<file path="src/rtl/alu16_pkg.sv">
package alu16_pkg;

    localparam int DATA_W = 16;

    typedef enum logic [3:0] {
        OP_ADD = 4'd0,
        OP_SUB = 4'd1,
        OP_ADC = 4'd2,
        OP_AND = 4'd4,
        OP_OR  = 4'd5,
        OP_XOR = 4'd6,
        OP_NOT = 4'd7,
        OP_SLL = 4'd8,
        OP_SRL = 4'd9,
        OP_SRA = 4'd10,
        OP_ROL = 4'd11,
        OP_ROR = 4'd12
    } alu_op_e;

    typedef enum logic [1:0] {
        PATH_ARITH,
        PATH_LOGIC,
        PATH_SHIFT,
        PATH_NONE
    } path_e;

    typedef enum logic [1:0] {
        LF_AND,
        LF_OR,
        LF_XOR
    } logic_fn_e;

    typedef enum logic [2:0] {
        SH_PASS,
        SH_SLL,
        SH_SRL,
        SH_SRA,
        SH_ROL,
        SH_ROR
    } sh_mode_e;

    typedef struct packed {
        logic c;
        logic s;
        logic z;
    } flags_t;

    function automatic path_e path_of(logic [3:0] op);
        case (op)
            OP_ADD, OP_SUB, OP_ADC:                 return PATH_ARITH;
            OP_AND, OP_OR, OP_XOR, OP_NOT:          return PATH_LOGIC;
            OP_SLL, OP_SRL, OP_SRA, OP_ROL, OP_ROR: return PATH_SHIFT;
            default:                                return PATH_NONE;
        endcase
    endfunction

endpackage

</file>
<file path="src/rtl/alu16_pre.sv">
module alu16_pre
    import alu16_pkg::*;
#(
    parameter int W = DATA_W
) (
    input  logic [3:0]         op,
    input  logic               carry_in,
    input  logic [W-1:0]       opa,
    input  logic [W-1:0]       opb,
    output path_e              path,
    output logic [W:0]         ga,
    output logic [W:0]         gb,
    output logic               cin,
    output logic [W-1:0]       la,
    output logic [W-1:0]       lb,
    output logic_fn_e          lfn,
    output logic [W-1:0]       sa,
    output logic [$clog2(W)-1:0] amt,
    output sh_mode_e           smode
);
    localparam int SW = $clog2(W);

    logic [W:0] ext_a;
    logic [W:0] ext_b;

    assign ext_a = {opa[W-1], opa};
    assign ext_b = {opb[W-1], opb};
    assign path  = path_of(op);

    // Operand masking: every kernel sees zeros unless it is selected.
    always_comb begin
        ga    = '0;
        gb    = '0;
        cin   = 1'b0;
        la    = '0;
        lb    = '0;
        lfn   = LF_AND;
        sa    = '0;
        amt   = '0;
        smode = SH_PASS;
        case (op)
            OP_ADD: begin
                ga = ext_a;
                gb = ext_b;
            end
            OP_SUB: begin
                ga  = ext_a;
                gb  = ~ext_b;
                cin = 1'b1;
            end
            OP_ADC: begin
                ga  = ext_a;
                gb  = ext_b;
                cin = carry_in;
            end
            OP_AND: begin
                la  = opa;
                lb  = opb;
                lfn = LF_AND;
            end
            OP_OR: begin
                la  = opa;
                lb  = opb;
                lfn = LF_OR;
            end
            OP_XOR: begin
                la  = opa;
                lb  = opb;
                lfn = LF_XOR;
            end
            OP_NOT: begin
                la  = opa;
                lb  = '1;
                lfn = LF_XOR;
            end
            OP_SLL: begin
                sa    = opa;
                amt   = opb[SW-1:0];
                smode = SH_SLL;
            end
            OP_SRL: begin
                sa    = opa;
                amt   = opb[SW-1:0];
                smode = SH_SRL;
            end
            OP_SRA: begin
                sa    = opa;
                amt   = opb[SW-1:0];
                smode = SH_SRA;
            end
            OP_ROL: begin
                sa    = opa;
                amt   = opb[SW-1:0];
                smode = SH_ROL;
            end
            OP_ROR: begin
                sa    = opa;
                amt   = opb[SW-1:0];
                smode = SH_ROR;
            end
            default: begin
                ga = '0;
            end
        endcase
    end
endmodule

</file>
<file path="src/rtl/alu16_arith.sv">
module alu16_arith
    import alu16_pkg::*;
#(
    parameter int W = DATA_W
) (
    input  logic [W:0] ga,
    input  logic [W:0] gb,
    input  logic       cin,
    output logic [W:0] sum,
    output logic       cout
);
    logic [W:0] cin_ext;
    logic [W:0] low_sum;

    assign cin_ext = {{W{1'b0}}, cin};
    // Guarded signed sum over W+1 bits.
    assign sum     = ga + gb + cin_ext;
    // Unsigned carry out of the W-bit field.
    assign low_sum = {1'b0, ga[W-1:0]} + {1'b0, gb[W-1:0]} + cin_ext;
    assign cout    = low_sum[W];
endmodule

</file>
<file path="src/rtl/alu16_logic.sv">
module alu16_logic
    import alu16_pkg::*;
#(
    parameter int W = DATA_W
) (
    input  logic [W-1:0] la,
    input  logic [W-1:0] lb,
    input  logic_fn_e    lfn,
    output logic [W-1:0] y
);
    always_comb begin
        case (lfn)
            LF_AND:  y = la & lb;
            LF_OR:   y = la | lb;
            LF_XOR:  y = la ^ lb;
            default: y = '0;
        endcase
    end
endmodule

</file>
<file path="src/rtl/alu16_shift.sv">
module alu16_shift
    import alu16_pkg::*;
#(
    parameter int W = DATA_W
) (
    input  logic [W-1:0]         sa,
    input  logic [$clog2(W)-1:0] amt,
    input  sh_mode_e             smode,
    output logic [W-1:0]         y
);
    localparam int SW = $clog2(W);

    logic [W-1:0] st [SW+1];

    assign st[0] = sa;

    // Logarithmic barrel: stage i moves by 2**i when amt[i] is set.
    for (genvar i = 0; i < SW; i++) begin : g_stage
        localparam int K = 1 << i;
        logic [W-1:0] moved;
        always_comb begin
            case (smode)
                SH_SLL:  moved = st[i] << K;
                SH_SRL:  moved = st[i] >> K;
                SH_SRA:  moved = $signed(st[i]) >>> K;
                SH_ROL:  moved = (st[i] << K) | (st[i] >> (W - K));
                SH_ROR:  moved = (st[i] >> K) | (st[i] << (W - K));
                default: moved = st[i];
            endcase
        end
        assign st[i+1] = amt[i] ? moved : st[i];
    end

    assign y = st[SW];
endmodule

</file>
<file path="src/rtl/alu16_core.sv">
module alu16_core
    import alu16_pkg::*;
#(
    parameter int W = DATA_W
) (
    input  logic         clk,
    input  logic         rst,
    input  logic         issue,
    input  logic [3:0]   op,
    input  logic         sat_en,
    input  logic         carry_in,
    input  logic [W-1:0] opa,
    input  logic [W-1:0] opb,
    output logic [W-1:0] result,
    output logic         flag_c,
    output logic         flag_s,
    output logic         flag_z
);
    localparam int SW = $clog2(W);
    localparam logic [W-1:0] MAX_POS = {1'b0, {(W-1){1'b1}}};
    localparam logic [W-1:0] MIN_NEG = {1'b1, {(W-1){1'b0}}};

    path_e           path;
    logic [W:0]      ga, gb, sum;
    logic            cin, cout;
    logic [W-1:0]    la, lb, sa, logic_y, shift_y;
    logic_fn_e       lfn;
    logic [SW-1:0]   amt;
    sh_mode_e        smode;

    logic [W-1:0]    nxt_res;
    flags_t          nxt_flags;
    logic [W-1:0]    res_q;
    flags_t          flags_q;

    alu16_pre #(.W(W)) u_pre (
        .op(op), .carry_in(carry_in), .opa(opa), .opb(opb),
        .path(path), .ga(ga), .gb(gb), .cin(cin),
        .la(la), .lb(lb), .lfn(lfn), .sa(sa), .amt(amt), .smode(smode)
    );

    alu16_arith #(.W(W)) u_arith (
        .ga(ga), .gb(gb), .cin(cin), .sum(sum), .cout(cout)
    );

    alu16_logic #(.W(W)) u_logic (
        .la(la), .lb(lb), .lfn(lfn), .y(logic_y)
    );

    alu16_shift #(.W(W)) u_shift (
        .sa(sa), .amt(amt), .smode(smode), .y(shift_y)
    );

    // Post-processing: saturation and flag generation.
    always_comb begin
        nxt_res     = '0;
        nxt_flags.c = 1'b0;
        case (path)
            PATH_ARITH: begin
                if (sat_en && (sum[W] != sum[W-1]))
                    nxt_res = sum[W] ? MIN_NEG : MAX_POS;
                else
                    nxt_res = sum[W-1:0];
                nxt_flags.c = cout;
            end
            PATH_LOGIC: nxt_res = logic_y;
            PATH_SHIFT: nxt_res = shift_y;
            default:    nxt_res = '0;
        endcase
        nxt_flags.s = nxt_res[W-1];
        nxt_flags.z = (nxt_res == '0);
    end

    always_ff @(posedge clk) begin
        if (rst) begin
            res_q   <= '0;
            flags_q <= '0;
        end else if (issue) begin
            res_q   <= nxt_res;
            flags_q <= nxt_flags;
        end
    end

    assign result = res_q;
    assign flag_c = flags_q.c;
    assign flag_s = flags_q.s;
    assign flag_z = flags_q.z;
endmodule

</file>
<file path="config.mk">
export PLATFORM = sky130hd
export DESIGN_NAME = alu16_core
export DESIGN_NICKNAME = d
export VERILOG_FILES = /design/src/rtl/alu16_pkg.sv /design/src/rtl/alu16_pre.sv /design/src/rtl/alu16_arith.sv /design/src/rtl/alu16_logic.sv /design/src/rtl/alu16_shift.sv /design/src/rtl/alu16_core.sv
export SDC_FILE = /design/constraint.sdc
export NUM_CORES = 1
export LEC_CHECK = 0
export ABC_AREA = 1
export BUFFER_PORTS_ARGS = -buffer_cell sky130_fd_sc_hd__buf_2
export CAP_MARGIN = 20
export CORE_AREA = 3 3 92 94
export CTS_CLUSTER_SIZE = 28
export DETAILED_ROUTE_END_ITERATION = 8
export DIE_AREA = 0 0 95 97
export GPL_TIMING_DRIVEN = 1
export PLACE_DENSITY_LB_ADDON = 0.3
export SLEW_MARGIN = 30
export SYNTH_ARGS = -nofsm -noshare
export SYNTH_HDL_FRONTEND = slang
export SYNTH_SLANG_ARGS = --single-unit
</file>
<file path="constraint.sdc">
create_clock -name clk -period 5.3 [get_ports clk]
set_clock_uncertainty 0.1 [all_clocks]
set_input_delay 0.53 -clock clk [delete_from_list [all_inputs] [get_ports clk]]
set_output_delay 0.53 -clock clk [all_outputs]
set_load 0.02 [all_outputs]
</file>
==> results of run 1 <==
critical path: stages:
cell	delay [ps]
buf_2	150
nor2_1	290
nand2_1	370
o21ai_0	310
fa_1	200
inv_1	60
fa_1	440
nand3b_1	170
nand2_1	130
nand2_1	60
nand2_1	110
nand2_1	80
nand3_1	80
nand2_1	70
inv_1	90
nand2_1	60
nand3_1	380
nand2_1	110
nand2_1	90
nand4_1	100
nor2_1	130
nand2_1	70
nor2_1	120
nand2_1	60
a21oi_1	100
power by group through the flow:
stage | sequential (W) | combinational, W | clock (W)
detailed placement | 0.000153 | 0.000365 | 0
finish | 0.000151 | 0.000377 | 0.0000920
global placement | 0.000153 | 0.000362 | 0
CTS | 0.000151 | 0.000366 | 0.0000926
floorplan | 0.000166 | 0.000248 | 0
global route | 0.000152 | 0.000419 | 0.0000984
cells in the mapped netlist, types with 7 or more instances:
master	count
a21oi_1	46
xnor2_1	7
ha_1	47
o21ai_0	54
dfxtp_1	18
nor2_1	97
clkbuf_1	17
inv_1	92
nand2_1	258
nand4_1	10
o211ai_1	7
buf_2	12
nand3_1	140
nand3_2	9
worst paths after layout:
| check | cells after the start | from | endpoint |
|---|---|---|---|
| setup / recovery | 25 | op[3] | flag_z$_SDFFE_PP0P_ |
| hold / removal | 2 | flag_c$_SDFFE_PP0P_ | flag_c$_SDFFE_PP0P_ |
| setup reg to reg | 4 | result[8]$_SDFFE_PP0P_ | result[8]$_SDFFE_PP0P_ |
| hold reg to reg | 2 | flag_c$_SDFFE_PP0P_ | flag_c$_SDFFE_PP0P_ |
layer usage:
metal | part of all wire, % | vias up
li1 | - | 2909
met1 | 39 | 2617
met2 | 45 | 382
met3 | 10 | 79
met4 | 5.9 | 0
met5 | 0 | -
state kept, by name (all words and copies together) (netlist names):
| name | flops |
|---|---|
| flag_c | 1 |
| flag_z | 1 |
| result | 16 |
kinds of logic (layout without fill, tap and decap cells):
kind of cell | Yosys count | count (layout) | synth area share (%)
and+or+nand+nor | 529 | 529 | 49.9
xor gates and xnor gates | 12 | 12 | 2.28
adders and majority gates | 49 | 49 | 13.6
buffers and inverters | 131 | 168 | 11.3
AOI/OAI and AO/OA | 125 | 125 | 15.0
DFF | 18 | 18 | 7.82
per-stage QoR:
stage	power, W	utilization (%)
floorplan	0.000414	-
global placement	0.000515	63.9
detailed placement	0.000518	63.9
CTS	0.000609	64.4
global route	0.000670	64.4
finish	0.000620	64.4
final cells by class:
class | count | area [um2]
sequential | 18 | 360
timing repair buffer | 66 | 348
fill | 790 | 2750
multi-input combinational | 715 | 3730
clock buffer | 3 | 41.3
tap | 102 | 128
inverter | 99 | 374
==> run metrics, run 1 <==
top cell type's share of synthesized area 21.0%; # DRC 0; Synth Cell Area 4610 um2; Diodes inserted 0; Final Max Slew Viols 0; reg2reg setup slack 4510 ps; clock group share of total power 14.8%; FF+latch count, synth 18; library cells used by synthesis 37; endpoints failing hold 0; area grow syn2layout 8.03%; htree depth 1; first-pass GRT wire length 25.6 mm; post-cts sizing count 0; Ys Warns 0; Setup crit start kind primary input; Core Area 7730 um2; P_sw 0.000309 W; net count after synthesis 954; Initial Util 59.7%; post-CTS setup buffers 0; Setup crit end kind flop; register area share after synthesis 7.82%; Final period util 81.0%; clk sink count 18; drt total wl 15.6 mm; Syn Area/Cell 5.33 um2; cell internal pwr 0.000311 W; DP HPWL 12.4 mm; worst vdd ir 142 uV; antenna-violating nets left 0; fin cells 1003; hold slack 369 ps; I/O pin total 60; worst path required time 5390 ps; unrepaired setup endpoints after global routing false; DRT Pass-1 Iters 6; Main synth FF type dfxtp_1; row count 32; Rel. slew slack 38.8%; met3 GRT Util 5.83%; initial antenna violation count 0; most frequent cells in the layout 258 x nand2_1, 140 x nand3_1, 97 x nor2_1; CTS tree built; synth top area cells nand2_1 21%, nand3_1 15%, ha_1 13%; Fmax 233 MHz; Placed Area 4940 um2; Mapped Cells 864; # nets final 993; Setup CP Type primary input to flop; Arrival @ worst endpoint 4380 ps; status finished, final reports clean; Die Area 9220 um2; Finished Cell Area 4980 um2; # setup viols final 0; Comb pwr share 60.8%; Hold Buf Count CTS 0; Global Route Usage Sum 34.3%; routability congestion estimate 1.05; Die X 95 um; Reg power frac 24.3%; routed vias/inst 5.97; Max Cap Viol 0; grt total ovfl 0; FFs w/ async S/R, synth 0%; final setup TNS 0 ps; M2 GR Usage 53.9%; Port Buf Inserts 59; met1 usage 43.1%; CTS Buffer Depth 2; routed via count 5987; Tightest Pin Transition 914 ps; Worst-Skew Late Latency 250 ps; most common library cell in the layout ignoring fill and taps nand2_1; Clock Pin Slew Worst Setup and Hold Paths 60 ps; vias in the first global route 5549; Final min period 4290 ps; dpl cells 1000; leakage 2.62 nW; power per cell area 124 nW/um2; Worst Hold Class flop to flop; share of layout cells above drive strength 1 10.1%; pre-CTS setup slack 844 ps; Switching Share 49.9%; GRT busiest layer met2; area leader, netlist nand2_1; Worst Path Max Fanout 17; root buffer cell clkbuf_8; WL/cell 15.6 um; TritonCTS Buffers 3; pin count of the biggest net entering global routing 41; EDFF count, synth 0; Initial DRC Count 734; Die Y 97 um; fin worst setup slack 1010 ps
(Power assumes the default switching activity.)
==> run 2, diff against run 1 <==
--- a/config.mk
+++ b/config.mk
@@ -8,10 +8,10 @@
 export ABC_AREA = 1
 export BUFFER_PORTS_ARGS = -buffer_cell sky130_fd_sc_hd__buf_2
 export CAP_MARGIN = 20
-export CORE_AREA = 3 3 92 94
+export CORE_AREA = 3 3 96 98
 export CTS_CLUSTER_SIZE = 28
 export DETAILED_ROUTE_END_ITERATION = 8
-export DIE_AREA = 0 0 95 97
+export DIE_AREA = 0 0 99 101
 export GPL_TIMING_DRIVEN = 1
 export PLACE_DENSITY_LB_ADDON = 0.3
 export SLEW_MARGIN = 30
==> constraint.sdc (replaced) <==
create_clock -name clk -period 3.81 [get_ports clk]
set_clock_uncertainty 0.1 [all_clocks]
set_input_delay 0.381 -clock clk [delete_from_list [all_inputs] [get_ports clk]]
set_output_delay 0.381 -clock clk [all_outputs]
set_load 0.02 [all_outputs]
==> run 2 against run 1 <==
Routed wire length is 0.20% higher. Via count decreased by 1.1%. Setup slack worse by 590 ps. Die area is 8.5% higher. Register-to-register slack lost 1500 ps. Clock power up 70%. Flip-flop and latch count is the same. Combinational power is 44% higher. Core utilization shrank 3.9 points. Sequential power is 38% higher. Sequential share of layout area is 0.27 points lower. Power is 47% higher.
==> run metrics, run 2 (synthesis results as in run 1) <==
Crit path top cell by count nand2_1; routability congestion estimate 1.06 (+1.1%); unrepaired setup endpoints after global routing false; CTS Buffer Depth 2 (unchanged); # nets final 1012 (+1.9%); CTS tree built; antenna-violating nets left 0 (unchanged); pin count of the biggest net entering global routing 32 (-22%); GRT busiest layer met2; CP peak stage delay 440 ps (about the same); root buffer cell clkbuf_8; TritonCTS Buffers 3 (unchanged); max reg flops 16 (unchanged); met3 GRT Util 4.98% (-0.85 points); I/O pin total 60 (unchanged); register area 360 um2 (unchanged); Global Route Usage Sum 31.7% (-2.6 points); Placed Area 5100 um2 (+3.3%); Diodes inserted 0 (unchanged); Multi-input gate area 3750 um2 (+0.50%); Fmax 295 MHz; htree depth 1 (unchanged); Max Cap Viol 0 (unchanged); # setup viols final 0 (unchanged); Initial Util 53.9% (-5.7 points); Clock Pin Slew Worst Setup and Hold Paths 60 ps (about the same); fillers 890 (+13%); Port Buf Inserts 59 (unchanged); Rel. slew slack 53.1% (+14 points); initial antenna violation count 0 (unchanged); Tightest Pin Transition 700 ps (-214 ps); CP max stage cell fa_1; Initial DRC Count 588 (-20%); drt total wl 15.7 mm (+0.20%); DRT Pass-1 Iters 6 (unchanged); routed via count 5922 (-1.1%); clk sink count 18 (unchanged); Buf+Inv Stages, Crit Path 3 (unchanged); share of layout cells above drive strength 1 12.5% (+2.4 points); vias in the first global route 5468 (-1.5%); Setup crit end kind flop; Die Area 10000 um2 (+8.5%); Die X 99 um (+4.2%); leakage 2.72 nW (+4.0%); Final period util 89.1%; most common library cell in the layout ignoring fill and taps nand2_1; CP delay by family, top simple AND/OR/NAND/NOR gates; pre-CTS setup slack -4.68 ps (-848 ps); Worst Path Max Fanout 15 (-2); status finished, final reports clean; final setup TNS 0 ps (unchanged); power per cell area 176 nW/um2 (+41%); area grow syn2layout 12.3%; Final Max Slew Viols 0 (unchanged); M2 GR Usage 51.0% (-2.9 points); worst path required time 3900 ps (-1490 ps); worst vdd ir 145 uV (+2.1%); row count 34 (+6.3%); Setup CP Type primary input to flop; fin worst setup slack 415 ps (-591 ps); endpoints failing hold 0 (unchanged); reg2reg setup slack 2970 ps (-1540 ps); first-pass GRT wire length 25.9 mm (+1.3%); Setup crit start kind primary input; Finished Cell Area 5170 um2 (+3.9%); met1 usage 40.6% (-2.5 points); Arrival @ worst endpoint 3490 ps (-890 ps); # DRC 0 (unchanged); grt total ovfl 0 (unchanged); WL/cell 15.2 um (-2.3%); Worst-Skew Late Latency 250 ps (about the same); Worst Hold Class primary input to flop; most frequent cells in the layout 257 x nand2_1, 140 x nand3_1, 96 x nor2_1; routed vias/inst 5.76 (-3.6%); Final min period 3390 ps; Core Area 8550 um2 (+11%); DP HPWL 12.8 mm (+3.3%); Die Y 101 um (+4.1%)
run 2: cell count changes in the layout (fill, tap and decap cells not counted), sizes merged:
cell    previous run  this run
buf               66        85
clkbuf             3         4
run 2: path summary, 6_finish.rpt:
path	startpoint	to	depth (start not counted)
worst min register to register	flag_z$_SDFFE_PP0P_	flag_z$_SDFFE_PP0P_	2
worst max-delay path	op[2]	flag_z$_SDFFE_PP0P_	26
worst max register to register	result[9]$_SDFFE_PP0P_	result[9]$_SDFFE_PP0P_	4
worst min-delay path	rst	flag_z$_SDFFE_PP0P_	2
run 2: final cells by class:
type                    instances  area share [%]
multi-input cells             715            72.4
repair buffers                 85            9.72
inverters                      99            7.23
flip-flops and latches         18            6.96
well taps                     108            2.61
clock buffers                   4            1.06
run 2: routing by layer:
| layer | wire (um) | up-vias |
|---|---|---|
| met5 | 0 | - |
| met4 | 955 | 0 |
| met3 | 1240 | 74 |
| met2 | 7000 | 281 |
| met1 | 6470 | 2621 |
| li1 | - | 2946 |
run 2: report_power, final:
| group | switching, W | leakage, nW | total [W] | internal [W] |
|---|---|---|---|---|
| clock | 0.0000643 | 0.0288 | 0.000156 | 0.0000920 |
| combinational | 0.000369 | 2.54 | 0.000543 | 0.000174 |
| sequential | 0.00000650 | 0.149 | 0.000209 | 0.000203 |
run 2: stage by stage:
stage	util, %	cells	total power [W]	hold WS, ps
2_1_floorplan	-	864	0.000576	442
6_report	60.5	1029	0.000908	308
4_1_cts	60.3	1029	0.000900	307
3_3_place_gp	59.7	1025	0.000740	371
5_1_grt	60.5	1029	0.000989	324
3_5_place_dp	59.7	1025	0.000742	368
run 2: repair_timing:
| item | 4_1_cts | 5_1_grt |
|---|---|---|
| resized for setup | 0 | 6 |
| endpoints found under the setup margin | 0 | 8 |
| setup buffers | 0 | 0 |
| hold buffers | 0 | 0 |
run 2: worst register-to-register path: stages, from the launching register on:
cell and delay [ps]:
dfxtp_1 310, nor2_1 90, nor2_1 50, o21ai_0 100, inv_1 70
==> run 3, diff against run 2 <==
--- a/config.mk
+++ b/config.mk
@@ -5,13 +5,13 @@
 export SDC_FILE = /design/constraint.sdc
 export NUM_CORES = 1
 export LEC_CHECK = 0
-export ABC_AREA = 1
+export ABC_AREA = 0
 export BUFFER_PORTS_ARGS = -buffer_cell sky130_fd_sc_hd__buf_2
 export CAP_MARGIN = 20
-export CORE_AREA = 3 3 96 98
+export CORE_AREA = 3 3 102 104
 export CTS_CLUSTER_SIZE = 28
 export DETAILED_ROUTE_END_ITERATION = 8
-export DIE_AREA = 0 0 99 101
+export DIE_AREA = 0 0 105 107
 export GPL_TIMING_DRIVEN = 1
 export PLACE_DENSITY_LB_ADDON = 0.3
 export SLEW_MARGIN = 30
==> run 3 against run 2 <==
The flow now finishes with violations (negative setup slack). Cell count up 5.0%. Sequential share of layout area down 1.8 points. Final area up 35%. Maximum frequency down 16%. Combinational power up 42%. Clock power down 12%. Clock-buffer cell count down 1. Global-route usage up 7.0 points. Synthesized cell count down 5.7%. Critical path type unchanged.
==> run metrics, run 3 <==
status finished, violations left; failing checks negative setup slack; GRT busiest layer met2; Max Cap Viol 0 (unchanged); unrepaired setup endpoints after global routing true; clock group share of total power 12.4% (-4.8 points); met3 GRT Util 5.24% (+0.26 points); routed via count 7244 (+22%); Mapped Cells 815 (-5.7%); cell with the most instances after synthesis nor2_1; # nets final 1039 (+2.7%); worst vdd ir 145 uV (about the same); Fmax 247 MHz (-16%); fin worst setup slack -241 ps (-657 ps); net count after synthesis 905 (-5.1%); hold slack 386 ps (+78.1 ps); most common library cell in the layout ignoring fill and taps buf_4; synth top area cells ha_1 11%, a211oi_1 6.9%, dfxtp_1 6.8%; htree depth 1 (unchanged); Die X 105 um (+6.1%); # setup viols final 6 (+6); area grow syn2layout 31.0%; Core Area 9640 um2 (+13%); M2 GR Usage 66.5% (+15 points); Worst Hold Class flop to flop; Final period util 106% (+17 points); leakage 3.14 nW (+15%); DP HPWL 17.4 mm (+36%); most frequent cells in the layout 123 x buf_4, 83 x nor2_1, 63 x nand2_1; vias in the first global route 6839 (+25%); power per cell area 160 nW/um2 (-8.6%); root buffer cell clkbuf_8; drt total wl 23.1 mm (+47%); Setup crit end kind flop; Diodes inserted 0 (unchanged); Initial Util 55.2% (+1.3 points); Arrival @ worst endpoint 4140 ps (+650 ps); Global Route Usage Sum 38.7% (+7.0 points); Setup CP Type primary input to flop; Switching Share 48.4% (-0.050 points); pin count of the biggest net entering global routing 63 (+97%); Worst-Skew Late Latency 260 ps (about the same); Die Area 11200 um2 (+12%); Main synth FF type dfxtp_1; P_sw 0.000541 W (+23%); routed vias/inst 6.71 (+17%); DRT Pass-1 Iters 6 (unchanged); TritonCTS Buffers 3 (unchanged); FF+latch count, synth 18 (unchanged); routability congestion estimate 1.09 (+2.7%); Worst Path Max Fanout 10 (-5); Reg power frac 18.6% (-4.4 points); area leader, netlist ha_1; library cells used by synthesis 72 (+95%); Setup crit start kind primary input; CTS Buffer Depth 2 (unchanged); Initial DRC Count 742 (+26%); WL/cell 21.4 um (+40%); Die Y 107 um (+5.9%); top cell type's share of synthesized area 11.0% (-10 points); synth cell count leaders 84 x nor2_1, 68 x o21ai_0, 64 x nand2_1, 51 x inv_1, 49 x a211oi_1; Ys Warns 0 (unchanged); initial antenna violation count 0 (unchanged); Final min period 4050 ps (+657 ps); max reg flops 16 (unchanged); EDFF count, synth 0 (unchanged); Synth Cell Area 5320 um2 (+15%); Final Max Slew Viols 0 (unchanged); FFs w/ async S/R, synth 0% (unchanged); row count 36 (+5.9%); register area share after synthesis 6.77% (-1.0 points); met1 usage 46.0% (+5.4 points); clk sink count 18 (unchanged); endpoints failing hold 0 (unchanged); Tightest Pin Transition 615 ps (-85.5 ps); first-pass GRT wire length 35.3 mm (+36%); # DRC 0 (unchanged); Rel. slew slack 58.7% (+5.6 points); worst path required time 3890 ps (about the same); Tot Pwr 0.00112 W (+23%); antenna-violating nets left 0 (unchanged); grt total ovfl 0 (unchanged); Port Buf Inserts 59 (unchanged); cell internal pwr 0.000578 W (+23%); I/O pin total 60 (unchanged); Clock Pin Slew Worst Setup and Hold Paths 70 ps (about the same); share of layout cells above drive strength 1 28.0% (+15 points); Syn Area/Cell 6.53 um2 (+22%); Comb pwr share 69.0% (+9.2 points); CTS tree built
run 3: cell count changes after synthesis, sizes merged, moves of 24 or more:
| cell | delta |
|---|---|
| nand2 | -199 |
| nand3 | -117 |
| a211oi | +51 |
| inv | -44 |
| and2 | +36 |
| clkbuf | +24 |
run 3: per-stage QoR:
| step | setup slack [ps] | utilization [%] | instance area [um2] | setup TNS, ps | instances |
|---|---|---|---|---|---|
| 6_report | -241 | 72.3 | 6970 | -583 | 1080 |
| 2_1_floorplan | -526 | - | 5570 | -2570 | 815 |
| 3_5_place_dp | -528 | 67.6 | 6520 | -5690 | 1061 |
| 3_3_place_gp | -370 | 67.6 | 6520 | -3320 | 1061 |
| 5_1_grt | -459 | 72.3 | 6970 | -2130 | 1080 |
| 4_1_cts | -137 | 69.3 | 6680 | -386 | 1068 |
run 3: timing repair:
action,CTS,global route
buffers inserted,4,11
setup endpoints to repair,15,17
pin swaps,7,9
hold buffers,0,0
gates resized for setup,18,50
gates cloned,0,1
run 3: layer usage:
layer / up-vias / wire length [um]
li1: 3278 / -
met5: - / 0
met3: 123 / 2290
met4: 0 / 1680
met1: 3328 / 8330
met2: 515 / 10800
run 3: layout make-up:
class | instances | area (um2)
Clock buffer | 3 | 41.3
Fill cell | 794 | 2670
Inverter | 52 | 195
Multi-Input combinational cell | 682 | 4840
Sequential cell | 18 | 360
Tap cell | 133 | 166
Timing Repair Buffer | 192 | 1370
run 3: worst max-delay path, cell delays in order:
cell	delay (ps)
buf_8	100
nand2b_4	130
or3_4	360
buf_4	160
o21ai_1	130
ha_1	270
o211a_1	240
a211o_1	320
a211oi_4	320
o21a_1	220
nor3_4	80
nor3b_4	250
buf_12	160
o21ai_0	100
a22oi_1	330
nand4_1	140
nand4bb_1	220
o31ai_2	190
run 3: cell families after synthesis:
kind of cell,share of synthesized area [%]
buffers and inverters,8.56
XOR/XNOR,2.80
adder cells (fa/ha/maj),11.8
AND/OR/NAND/NOR,29.1
multiplexers,4.54
AO/OA/AOI/OAI,36.5
flip-flops,6.77
run 3: final timing paths:
check / startpoint / end / slack, ps / cells past startpoint
max: op[1] / flag_z$_SDFFE_PP0P_ / -240 / 18
min: result[14]$_SDFFE_PP0P_ / result[14]$_SDFFE_PP0P_ / 390 / 2
max reg2reg: flag_z$_SDFFE_PP0P_ / flag_z$_SDFFE_PP0P_ / 2750 / 2
min reg2reg: result[14]$_SDFFE_PP0P_ / result[14]$_SDFFE_PP0P_ / 390 / 2
run 3: power by group through the flow:
stage | logic [W] | clock network [W] | registers (W)
2_1_floorplan | 0.000415 | 0 | 0.000228
3_3_place_gp | 0.000672 | 0 | 0.000212
3_5_place_dp | 0.000688 | 0 | 0.000212
4_1_cts | 0.000704 | 0.000137 | 0.000208
5_1_grt | 0.000820 | 0.000143 | 0.000210
6_report | 0.000772 | 0.000138 | 0.000209
